`src/rtl/i2c_slv_pkg.sv`:
```
package i2c_slv_pkg;
  typedef enum logic [2:0] {
    ST_IDLE,
    ST_SEL,
    ST_ADDR,
    ST_WDATA,
    ST_RDATA
  } eng_state_t;

  localparam logic [3:0] TYPE_MEM  = 4'b1010;
  localparam logic [3:0] TYPE_PROT = 4'b0110;
endpackage

```
`src/rtl/i2c_line_sync.sv`:
```
module i2c_line_sync #(
  parameter int STAGES    = 2,
  parameter bit RESET_VAL = 1'b1
) (
  input  logic clk,
  input  logic rst,
  input  logic din,
  output logic dout
);
  logic [STAGES-1:0] chain;

  always_ff @(posedge clk) begin
    if (rst) chain <= {STAGES{RESET_VAL}};
    else     chain <= {chain[STAGES-2:0], din};
  end

  assign dout = chain[STAGES-1];
endmodule

```
`src/rtl/i2c_bus_events.sv`:
```
module i2c_bus_events (
  input  logic clk,
  input  logic rst,
  input  logic scl_s,
  input  logic sda_s,
  output logic scl_rise,
  output logic scl_fall,
  output logic ev_start,
  output logic ev_stop
);
  logic scl_d, sda_d;

  always_ff @(posedge clk) begin
    if (rst) begin
      scl_d <= 1'b1;
      sda_d <= 1'b1;
    end else begin
      scl_d <= scl_s;
      sda_d <= sda_s;
    end
  end

  assign scl_rise = scl_s & ~scl_d;
  assign scl_fall = ~scl_s & scl_d;
  // data line moves while clock is held high
  assign ev_start = scl_s & scl_d & sda_d & ~sda_s;
  assign ev_stop  = scl_s & scl_d & ~sda_d & sda_s;
endmodule

```
`src/rtl/i2c_addr_counter.sv`:
```
module i2c_addr_counter #(
  parameter int AW        = 8,
  parameter int PAGE_BITS = 4
) (
  input  logic          clk,
  input  logic          rst,
  input  logic          load,
  input  logic [AW-1:0] load_val,
  input  logic          inc_full,
  input  logic          inc_page,
  output logic [AW-1:0] value
);
  logic [AW-1:0] page_next;

  generate
    if (PAGE_BITS >= AW) begin : g_flat
      assign page_next = value + AW'(1);
    end else begin : g_paged
      localparam logic [PAGE_BITS-1:0] PONE = 1;
      assign page_next = {value[AW-1:PAGE_BITS], value[PAGE_BITS-1:0] + PONE};
    end
  endgenerate

  always_ff @(posedge clk) begin
    if (rst)           value <= '0;
    else if (load)     value <= load_val;
    else if (inc_full) value <= value + AW'(1);
    else if (inc_page) value <= page_next;
  end

  // read advance is a plain +1 that wraps at the top
  a_r9_read_step: assert property (@(posedge clk) disable iff (rst)
    inc_full && !load |=> value == $past(value) + AW'(1));

  // an address byte lands in the counter
  a_r7_addr_load: assert property (@(posedge clk) disable iff (rst)
    load |=> value == $past(load_val));
endmodule

```
`src/rtl/i2c_mem_slave.sv`:
```
module i2c_mem_slave
  import i2c_slv_pkg::*;
#(
  parameter int AW          = 8,
  parameter int DW          = 8,
  parameter int CE_W        = 3,
  parameter int PAGE_BITS   = 4,
  parameter int SYNC_STAGES = 2
) (
  input  logic            clk,
  input  logic            rst,
  input  logic            scl_i,
  input  logic            sda_i,
  output logic            sda_oe_o,
  input  logic [CE_W-1:0] strap_i,
  input  logic            prot_id_en_i,
  input  logic            busy_i,
  output logic [AW-1:0]   rd_addr_o,
  input  logic [DW-1:0]   rd_data_i,
  output logic [AW-1:0]   wr_addr_o,
  output logic [DW-1:0]   wr_data_o,
  output logic            wr_strobe_o,
  output logic            wr_prot_o,
  output logic            wr_commit_o
);
  localparam int BCW = $clog2(DW + 2);
  localparam int TW  = DW - CE_W - 1;
  localparam logic [BCW-1:0] LAST = BCW'(DW);
  localparam logic [BCW-1:0] ACKS = BCW'(DW + 1);
  localparam logic [BCW-1:0] ONE  = BCW'(1);

  // ---- line conditioning ----
  logic [1:0] raw_lines, sync_lines;
  assign raw_lines = {sda_i, scl_i};

  generate
    for (genvar g = 0; g < 2; g++) begin : g_sync
      i2c_line_sync #(.STAGES(SYNC_STAGES), .RESET_VAL(1'b1)) i_sync (
        .clk(clk), .rst(rst), .din(raw_lines[g]), .dout(sync_lines[g]));
    end
  endgenerate

  logic scl_s, sda_s, scl_rise, scl_fall, ev_start, ev_stop;
  assign scl_s = sync_lines[0];
  assign sda_s = sync_lines[1];

  i2c_bus_events i_events (
    .clk(clk), .rst(rst), .scl_s(scl_s), .sda_s(sda_s),
    .scl_rise(scl_rise), .scl_fall(scl_fall),
    .ev_start(ev_start), .ev_stop(ev_stop));

  // ---- address counter ----
  logic          cnt_load, cnt_inc_full, cnt_inc_page;
  logic [DW-1:0] sh;

  i2c_addr_counter #(.AW(AW), .PAGE_BITS(PAGE_BITS)) i_cnt (
    .clk(clk), .rst(rst), .load(cnt_load), .load_val(sh[AW-1:0]),
    .inc_full(cnt_inc_full), .inc_page(cnt_inc_page), .value(rd_addr_o));

  // ---- protocol engine ----
  eng_state_t     state;
  logic [BCW-1:0] bitcnt;
  logic           is_prot, rd_mode, wr_seen;
  logic           sel_mem, sel_prot, sel_ok;
  logic [DW-1:0]  tx_next;

  assign sel_mem  = sh[DW-1 -: TW] == TYPE_MEM;
  assign sel_prot = (sh[DW-1 -: TW] == TYPE_PROT) && prot_id_en_i;
  assign sel_ok   = (sel_mem || sel_prot) && (sh[CE_W:1] == strap_i);
  assign tx_next  = is_prot ? {DW{1'b1}} : rd_data_i;

  always_ff @(posedge clk) begin
    wr_strobe_o  <= 1'b0;
    wr_commit_o  <= 1'b0;
    cnt_load     <= 1'b0;
    cnt_inc_full <= 1'b0;
    cnt_inc_page <= 1'b0;
    if (rst) begin
      state     <= ST_IDLE;
      bitcnt    <= '0;
      sh        <= '0;
      sda_oe_o  <= 1'b0;
      is_prot   <= 1'b0;
      rd_mode   <= 1'b0;
      wr_seen   <= 1'b0;
      wr_addr_o <= '0;
      wr_data_o <= '0;
      wr_prot_o <= 1'b0;
    end else if (busy_i) begin
      state    <= ST_IDLE;
      sda_oe_o <= 1'b0;
    end else if (ev_start) begin
      state    <= ST_SEL;
      bitcnt   <= '0;
      sda_oe_o <= 1'b0;
      wr_seen  <= 1'b0;
    end else if (ev_stop) begin
      // the stop's own clock rise is counted as one bit of the next byte
      if (state == ST_WDATA && wr_seen && bitcnt == ONE) wr_commit_o <= 1'b1;
      state    <= ST_IDLE;
      sda_oe_o <= 1'b0;
    end else if (state == ST_RDATA) begin
      if (scl_rise) begin
        if (bitcnt < LAST) bitcnt <= bitcnt + ONE;
        else if (bitcnt == LAST) begin
          if (!sda_s) bitcnt <= ACKS;
          else        state  <= ST_IDLE;
        end
      end else if (scl_fall) begin
        if (bitcnt != '0 && bitcnt < LAST) begin
          sh       <= {sh[DW-2:0], 1'b0};
          sda_oe_o <= ~sh[DW-2];
        end else if (bitcnt == LAST) begin
          sda_oe_o <= 1'b0;
        end else if (bitcnt == ACKS) begin
          bitcnt       <= '0;
          sh           <= tx_next;
          sda_oe_o     <= ~tx_next[DW-1];
          cnt_inc_full <= !is_prot;
        end
      end
    end else if (state != ST_IDLE) begin
      if (scl_rise && bitcnt < LAST) begin
        sh     <= {sh[DW-2:0], sda_s};
        bitcnt <= bitcnt + ONE;
      end else if (scl_fall && bitcnt == LAST) begin
        bitcnt   <= ACKS;
        sda_oe_o <= 1'b1;
        case (state)
          ST_SEL: begin
            if (sel_ok) begin
              is_prot <= sel_prot;
              rd_mode <= sh[0];
            end else begin
              state    <= ST_IDLE;
              sda_oe_o <= 1'b0;
            end
          end
          ST_ADDR:  cnt_load <= !is_prot;
          ST_WDATA: begin
            wr_strobe_o  <= 1'b1;
            wr_data_o    <= sh;
            wr_addr_o    <= rd_addr_o;
            wr_prot_o    <= is_prot;
            cnt_inc_page <= !is_prot;
            wr_seen      <= 1'b1;
          end
          default: ;
        endcase
      end else if (scl_fall && bitcnt == ACKS) begin
        bitcnt   <= '0;
        sda_oe_o <= 1'b0;
        case (state)
          ST_SEL: begin
            if (rd_mode) begin
              state        <= ST_RDATA;
              sh           <= tx_next;
              sda_oe_o     <= ~tx_next[DW-1];
              cnt_inc_full <= !is_prot;
            end else begin
              state <= ST_ADDR;
            end
          end
          ST_ADDR: state <= ST_WDATA;
          default: ;
        endcase
      end
    end
  end

  // line released and counter cleared when reset drops
  a_r1_reset_released: assert property (@(posedge clk) disable iff (rst)
    $fell(rst) |-> !sda_oe_o && rd_addr_o == '0);

  // nothing driven one cycle into a busy period
  a_r11_busy_silent: assert property (@(posedge clk) disable iff (rst)
    $past(busy_i) |-> !sda_oe_o);

  // a handed-over byte is always acknowledged on the bus
  a_r4_strobe_with_ack: assert property (@(posedge clk) disable iff (rst)
    wr_strobe_o |-> sda_oe_o);

  // commit is a single-cycle pulse
  a_r6_commit_pulse: assert property (@(posedge clk) disable iff (rst)
    wr_commit_o |=> !wr_commit_o);
endmodule

```
`config.mk`:
```
export PLATFORM = sky130hd
export DESIGN_NAME = i2c_mem_slave
export DESIGN_NICKNAME = d
export VERILOG_FILES = /design/src/rtl/i2c_slv_pkg.sv /design/src/rtl/i2c_line_sync.sv /design/src/rtl/i2c_bus_events.sv /design/src/rtl/i2c_addr_counter.sv /design/src/rtl/i2c_mem_slave.sv
export SDC_FILE = /design/constraint.sdc
export NUM_CORES = 1
export LEC_CHECK = 0
export CORE_UTILIZATION = 36
export CTS_CLUSTER_SIZE = 28
export DETAILED_ROUTE_END_ITERATION = 10
export DONT_BUFFER_PORTS = 1
export GPL_ROUTABILITY_DRIVEN = 0
export HOLD_SLACK_MARGIN = 0.1
export SKIP_CTS_REPAIR_TIMING = 1
export SLEW_MARGIN = 20
export SYNTH_ARGS = -nofsm -noshare
export SYNTH_HDL_FRONTEND = slang
export SYNTH_SLANG_ARGS = --single-unit
```
`constraint.sdc`:
```
create_clock -name clk -period 3.6 [get_ports clk]
set_input_delay 0 -clock clk [delete_from_list [all_inputs] [get_ports clk]]
set_output_delay 0 -clock clk [all_outputs]
set_load 0.02 [all_outputs]
```
==> impl_results.md, run 1 <==
- Largest cells by area after synthesis: dfxtp_1 37%, mux2i_1 9.4%, nor2_1 6.8%
- Worst path slowest cell: dlygate4sd3_1
- Initial antenna violation count: 0
- Netlist cell types: 57
- Ant diodes: 0
- Multi-input gate area: roughly 0.0017 mm^2
- Core area: around 0.0079 mm^2
- Worst setup SP type: flop
- Area fraction of the dominant cell type after synthesis: between 30 and 40%
- TNS Setup: 0 ns
- FILL cells: about 770
- Initial DRC count: approximately 200
- Gate Count Post-Synth: 345
- Final setup vio count: 0
- WP data arrival: approximately 2.9 ns
- Most frequent cells in the layout: 55 x dfxtp_1, 54 x nor2_1, 28 x mux2i_1
- DP HPWL: just under 5000 um
- Family with the most delay on the worst path: simple AND/OR/NAND/NOR gates
- Fraction of layout cells with a size suffix above 1: between 7 and 8%
- Register Area: roughly 0.0011 mm^2
- First-pass GRT wire length: 11400 um
- Number of cell rows: 32
- Max Slew Vio Count: 0
- CP endpoint kind: flop
- Post-Synthesis Cell Area: about 0.0030 mm^2
- Leak: ~1.4 nW
- DRC: 0
- Crit Path Max Fanout: 9
- Average routed wire per standard cell: ~16 um
- Number of enable flip-flop cells after synthesis: 0
- Status: finished, final reports clean
- Fin. Hold Viols: 0
- Clock Skew: 0.00590 ns
- Ys Warns: 0
- Worst Max-Slew Pin Slew: about 0.95 ns
- CP cell instances: inv_1 -> ha_1 -> nand4b_1 -> a211oi_1 -> nand4bb_1 -> mux2i_1 -> nor2_1 -> dlygate4sd3_1
- Worst-Skew Late Latency: 0.31 ns
- Slew headroom: 36.7%
- Global route overflow: 0
- Post-Route WL: a little over 7000 um
- Initial Utilization: between 30 and 40%
- Clock transition at path regs: 0.10 ns
- P&R area growth vs syn: 9.86%
- Die height: about 93 um
- PwrDens: roughly 320 mW/mm^2
- Worst hold path class: in -> reg
- Tcrit/Tclk final: 75.6%
- Post-layout util: 41.5%
- Htree depth: 2
- Peak supply drop: 0.000172 V
- WP data required: between 3 and 4 ns
- Sequential area share after synthesis: between 30% and 40%
- Routed Antenna Nets: 0
- Commonest non-fill, non-tap cell in the layout: dfxtp_1
- Clock Tree Root: clkbuf_8
- Buf/Inv on CP: 2
- Max Freq: ~370 MHz
- Via count: between 2000 and 3000
- DR pass1 iterations: 4
- I/O pins: 45
- Ys async rst share: 0%
- Layout net count: between 300 and 400
- Syn_area_per_cell: 8.64 um^2
- Largest net degree at the start of global routing: slightly above 60
- RSZ-0062 raised after global routing: false
- Minimum clock period after layout: between 2 and 3 ns
- IO buf count: 0
- Die area: between 0.008 and 0.009 mm^2
- Max cap viols: 0
- Vias in the first global route: 2251
- Total track usage: 16.6%
- Yosys reg bits: 55
- Synthesized Nets: 370
- Clock Tree Buf Depth: 2
- CTS buffer count: 5
- Die Width: roughly 93 um
- Vias/cell: between 5 and 6
- CTS tree: built
- Area leader, netlist: dfxtp_1
- Most used DFF post-synth: dfxtp_1
- Slowest stage delay, CP: 0.55 ns
- Clk sinks: 55
- Crit Path Category: reg -> reg
[worst min-delay path, cell delays in order]
cell	delay (ns)
nor2_1	0.07
a21oi_1	0.19
or3_1	0.11
o21ai_0	0.06
[power breakdown]
part | total [mW] | leakage (nW) | switching, mW | internal, mW
clock network | 0.371 | 0.0474 | 0.214 | 0.158
registers | 0.614 | 0.444 | 0.00306 | 0.611
logic | 0.0591 | 0.870 | 0.0319 | 0.0272
[registers in the layout, indices dropped and copies added, names as in the netlist]
name                 count
sda_oe_o                 1
i_cnt.value              8
wr_seen                  1
is_prot                  1
cnt_inc_page             1
wr_addr_o                8
i_events.scl_d           1
sh                       8
wr_strobe_o              1
bitcnt                   4
cnt_inc_full             1
i_events.sda_d           1
wr_prot_o                1
g_sync.i_sync.chain      4
state                    3
wr_data_o                8
rd_mode                  1
cnt_load                 1
wr_commit_o              1
[kinds of logic after synthesis]
kind of cell	share of synthesized area [%]
xor+xnor	3.52
flops	36.9
simple gates	26.2
buf+inv	4.66
mux	10.2
compound gates	15.2
fa+ha+maj	3.36
[area by class of cell]
type	count	area share (%)
tap	102	3.90
sequential	55	33.6
inverter	11	1.26
timing repair buffer	15	5.04
clock buffer	6	2.52
clock inverter	2	0.497
multi-input combinational	258	53.2
[metal layers]
layer	GRT usage [%]	routed length (um)
met5	0	0
met4	6.15	83
met3	3.33	445
met2	24.5	3050
met1	23.6	3480
[metrics by stage]
step                      cells  instance area, um^2  total power [mW]  hold WS (ns)  worst slack [ns]
final                       449                 3280              1.04         0.153             0.877
after floorplan             345                 2980             0.665         0.104              1.53
after CTS                   435                 3120              1.03        -0.258              1.24
after global placement      427                 3020             0.663        0.0760              1.25
after detailed placement    427                 3020             0.663        0.0770              1.26
after global routing        449                 3280              1.09         0.195             0.753
[synth_stat cells, types with 2 or more instances]
cell type / number
or3_1: 4
nor2b_1: 3
o22ai_1: 3
or2_2: 7
nand4_1: 2
or4_1: 3
nor2_1: 54
buf_2: 3
mux2_2: 2
buf_4: 2
xor2_1: 10
o211ai_1: 2
nand2_1: 7
nor4_1: 2
o311ai_2: 2
xnor2_1: 2
nor3_1: 16
nand3b_1: 4
mux2i_1: 28
a211o_1: 8
a211oi_1: 6
nand2b_1: 18
clkbuf_1: 15
and3b_1: 2
a21oi_1: 16
dfxtp_1: 55
ha_1: 8
nand3_1: 10
inv_1: 10
o21ai_0: 9
a31oi_1: 6
[final timing paths]
path                               end                 startpoint  depth (start not counted)  slack (ns)
max                            is_prot                  bitcnt[0]                          8        0.88
min                           sda_oe_o               rd_data_i[7]                          4        0.15
max reg2reg                    is_prot                  bitcnt[0]                          8        0.88
min reg2reg  g_sync[0].i_sync.chain[1]  g_sync[0].i_sync.chain[0]                          1        0.42
(Power assumes the default switching activity.)
==> run 2: changes to the inputs <==
--- a/config.mk
+++ b/config.mk
@@ -5,6 +5,7 @@
 export SDC_FILE = /design/constraint.sdc
 export NUM_CORES = 1
 export LEC_CHECK = 0
+export ABC_AREA = 1
 export CORE_UTILIZATION = 36
 export CTS_CLUSTER_SIZE = 28
 export DETAILED_ROUTE_END_ITERATION = 10
==> constraint.sdc (replaced) <==
create_clock -name clk -period 2.4 [get_ports clk]
set_input_delay 0 -clock clk [delete_from_list [all_inputs] [get_ports clk]]
set_output_delay 0 -clock clk [all_outputs]
set_load 0.02 [all_outputs]
==> run 2 against run 1 <==
Synthesized cell count grew 21%; sequential power grew 50%; sequential share of layout area grew 1.2 points; critical path type unchanged; critical path depth shrank 1; flip-flop and latch count is the same; largest cell class unchanged; global-route usage grew 0.89 points; area after synthesis shrank 1.7%; combinational power grew 44%; clock-buffer cell count shrank 1; cell count grew 17%; worst hold slack lost 0.11 ns.
==> impl_results.md, run 2 <==
- Status: finished, final reports clean (unchanged)
- Clk sinks: 55 (unchanged)
- Die height: 92.2 um (was 93.0 um)
- Tcrit/Tclk final: 83.2% (was 75.6%)
- I/O pins: 45 (unchanged)
- Largest net degree at the start of global routing: 28 (was 61)
- Fin. Hold Viols: 0 (unchanged)
- Post-Place Worst Slack: 0.397 ns (was 1.26 ns)
- Gate Count Post-Synth: 418 (was 345)
- Clock transition at path regs: 0.12 ns (was 0.10 ns)
- Number of cell rows: 32 (unchanged)
- WP data arrival: 2.26 ns (was 2.93 ns)
- Buf/Inv on CP: 1 (was 2)
- Hold Crit Depth: 4 (unchanged)
- Clock Tree Buf Depth: 2 (unchanged)
- Most used DFF post-synth: dfxtp_1 (unchanged)
- DR pass1 iterations: 4 (unchanged)
- Seq pwr share: 59.2% (was 58.8%)
- CTS buffer count: 5 (unchanged)
- DP HPWL: 5390 um (was 4930 um)
- Worst Max-Slew Pin Slew: 0.852 ns (was 0.949 ns)
- Ant diodes: 0 (unchanged)
- IO buf count: 0 (unchanged)
- Via count: 2690 (was 2508)
- Core area: 0.00781 mm^2 (was 0.00789 mm^2)
- Worst setup SP type: flop (unchanged)
- Leading cell type by number of instances after synthesis: nand2_1 (was dfxtp_1)
- Reg2Reg Depth: 7 (was 8)
- TNS Setup: 0 ns (unchanged)
- First-pass GRT wire length: 11900 um (was 11400 um)
- Min setup slack post-route: 0.402 ns (was 0.877 ns)
- Cell Int Power: 1.17 mW (was 0.796 mW)
- Fraction of layout cells with a size suffix above 1: 7.58% (was 7.49%)
- Initial DRC count: 156 (was 202)
- Routed Antenna Nets: 0 (unchanged)
- Die Width: 92.2 um (was 93.0 um)
- Placed Area: 0.00298 mm^2 (was 0.00302 mm^2)
- Layout net count: 446 (was 371)
- Most frequent cells in the layout: 77 x nand2_1, 60 x nor2_1, 55 x dfxtp_1 (was 55 x dfxtp_1, 54 x nor2_1, 28 x mux2i_1)
- Max cap viols: 0 (unchanged)
- Sequential area share after synthesis: 37.6% (was 36.9%)
- Worst-Skew Late Latency: 0.32 ns (was 0.31 ns)
- Commonest non-fill, non-tap cell in the layout: nand2_1 (was dfxtp_1)
- Ys async rst share: 0% (unchanged)
- Crit Path Max Fanout: 26 (was 9)
- DRC: 0 (unchanged)
- Peak supply drop: 0.000194 V (was 0.000172 V)
- Htree depth: 2 (unchanged)
- Netlist cell types: 38 (was 57)
- CTS tree: built (unchanged)
- Die area: 0.00851 mm^2 (was 0.00865 mm^2)
- Power Total: 1.55 mW (was 1.04 mW)
- WP data required: 2.66 ns (was 3.81 ns)
- Final setup vio count: 0 (unchanged)
- Area leader, netlist: dfxtp_1 (unchanged)
- Register Area: 0.00110 mm^2 (unchanged)
- Design area: 0.00317 mm^2 (was 0.00328 mm^2)
- Post-Route WL: 7150 um (was 7060 um)
- Yosys reg bits: 55 (unchanged)
- Total track usage: 17.5% (was 16.6%)
- Sw Ratio: 25.0% (was 23.8%)
- Average routed wire per standard cell: 13.7 um (was 15.7 um)
- Family with the most delay on the worst path: simple AND/OR/NAND/NOR gates (unchanged)
- CP cell instances: inv_1 -> ha_1 -> nand4_4 -> or2_4 -> nor2_8 -> o21ai_0 -> a21oi_1 (was inv_1 -> ha_1 -> nand4b_1 -> a211oi_1 -> nand4bb_1 -> mux2i_1 -> nor2_1 -> dlygate4sd3_1)
- Clock Tree Root: clkbuf_8 (unchanged)
- Worst path slowest cell: or2_4 (was dlygate4sd3_1)
- Leak: 1.34 nW (was 1.36 nW)
- Critical path depth: 7 (was 8)
- Vias/cell: 5.13 (was 5.59)
- Worst hold path class: in -> reg (unchanged)
- RSZ-0062 raised after global routing: false (unchanged)
- Max Freq: 501 MHz (was 367 MHz)
- Slowest stage delay, CP: 0.37 ns (was 0.55 ns)
- Initial Utilization: 37.5% (was 37.8%)
- Multi-input gate area: 0.00157 mm^2 (was 0.00174 mm^2)
- Combinational power share: 5.5% (was 5.7%)
- Area fraction of the dominant cell type after synthesis: 37.6% (was 36.9%)
- Synthesized Nets: 443 (was 370)
- Post-Synthesis Cell Area: 0.00293 mm^2 (was 0.00298 mm^2)
- Synth top cells by count: 77 x nand2_1, 60 x nor2_1, 55 x dfxtp_1 (was 55 x dfxtp_1, 54 x nor2_1, 28 x mux2i_1)
- R2R Setup Slk: 0.40 ns (was 0.88 ns)
- Initial antenna violation count: 0 (unchanged)
- Slew headroom: 43.0% (was 36.7%)
- Clock Skew: 0.0206 ns (was 0.00590 ns)
- Clock group share of total power: 35.3% (was 35.5%)
- Max Slew Vio Count: 0 (unchanged)
- Sw power: 0.389 mW (was 0.249 mW)
- Number of enable flip-flop cells after synthesis: 0 (unchanged)
- Largest cells by area after synthesis: dfxtp_1 38%, nand2_1 9.9%, nor2_1 7.7% (was dfxtp_1 37%, mux2i_1 9.4%, nor2_1 6.8%)
- CP endpoint kind: flop (unchanged)
- PwrDens: 491 mW/mm^2 (was 319 mW/mm^2)
- Syn_area_per_cell: 7.01 um^2 (was 8.64 um^2)
- FILL cells: 819 (was 767)
- Vias in the first global route: 2341 (was 2251)
- Global route overflow: 0 (unchanged)
- Ys Warns: 0 (unchanged)
- Crit Path Category: reg -> reg (unchanged)
- Minimum clock period after layout: 2.00 ns (was 2.72 ns)
- P&R area growth vs syn: 8.02% (was 9.86%)
## run 2: metal layers
layer	vias up	part of all wire, %	routed length [um]	global-route usage (%)
met5	-	0	0	0
met4	0	1.3	96	3.78
met3	9	5.3	378	3.07
met2	80	45	3190	26.5
met1	1221	49	3490	25.7
li1	1380	-	-	-
## run 2: worst min-delay path, cell delays in order
cell     delay (ns)
nor2_1         0.06
o21ai_0        0.09
nand3_1        0.09
a21oi_1        0.07
## run 2: kinds of logic after synthesis
| family | count (synthesis) | share of synthesized area, % |
|---|---|---|
| AOI/OAI and AO/OA | 83 | 15.9 |
| xor gates and xnor gates | 7 | 2.09 |
| adders and majority gates | 8 | 3.41 |
| buffers and inverters | 61 | 8.88 |
| DFF | 55 | 37.6 |
| and+or+nand+nor | 204 | 32.2 |
## run 2: area by class of cell
cell class	instances	area share [%]
clock buffers	5	2.17
flip-flops and latches	55	34.8
clock inverters	3	0.909
well taps	102	4.03
multi-input cells	302	49.6
inverters	48	5.69
repair buffers	9	2.84
## run 2: stage by stage
stage | hold slack (ns) | cells | util, %
after global placement | 0.0739 | 507 | 38.2
after global routing | 0.102 | 524 | 40.6
final | 0.0468 | 524 | 40.6
after CTS | -0.271 | 515 | 39.4
after detailed placement | 0.0769 | 507 | 38.2
after floorplan | 0.104 | 418 | -
## run 2: final timing paths
kind / start / endpoint
worst max-delay path: bitcnt[0] / wr_addr_o[2]
worst min register to register: g_sync[1].i_sync.chain[0] / g_sync[1].i_sync.chain[1]
worst min-delay path: rd_data_i[4] / sh[4]
worst max register to register: bitcnt[0] / wr_addr_o[2]
## run 2: power by group through the flow
stage	sequential [mW]	clock [mW]	combinational [mW]
floorplan	0.941	0	0.0584
global placement	0.941	0	0.0675
detailed placement	0.942	0	0.0675
CTS	0.921	0.572	0.0678
global route	0.922	0.615	0.0958
finish	0.921	0.549	0.0850
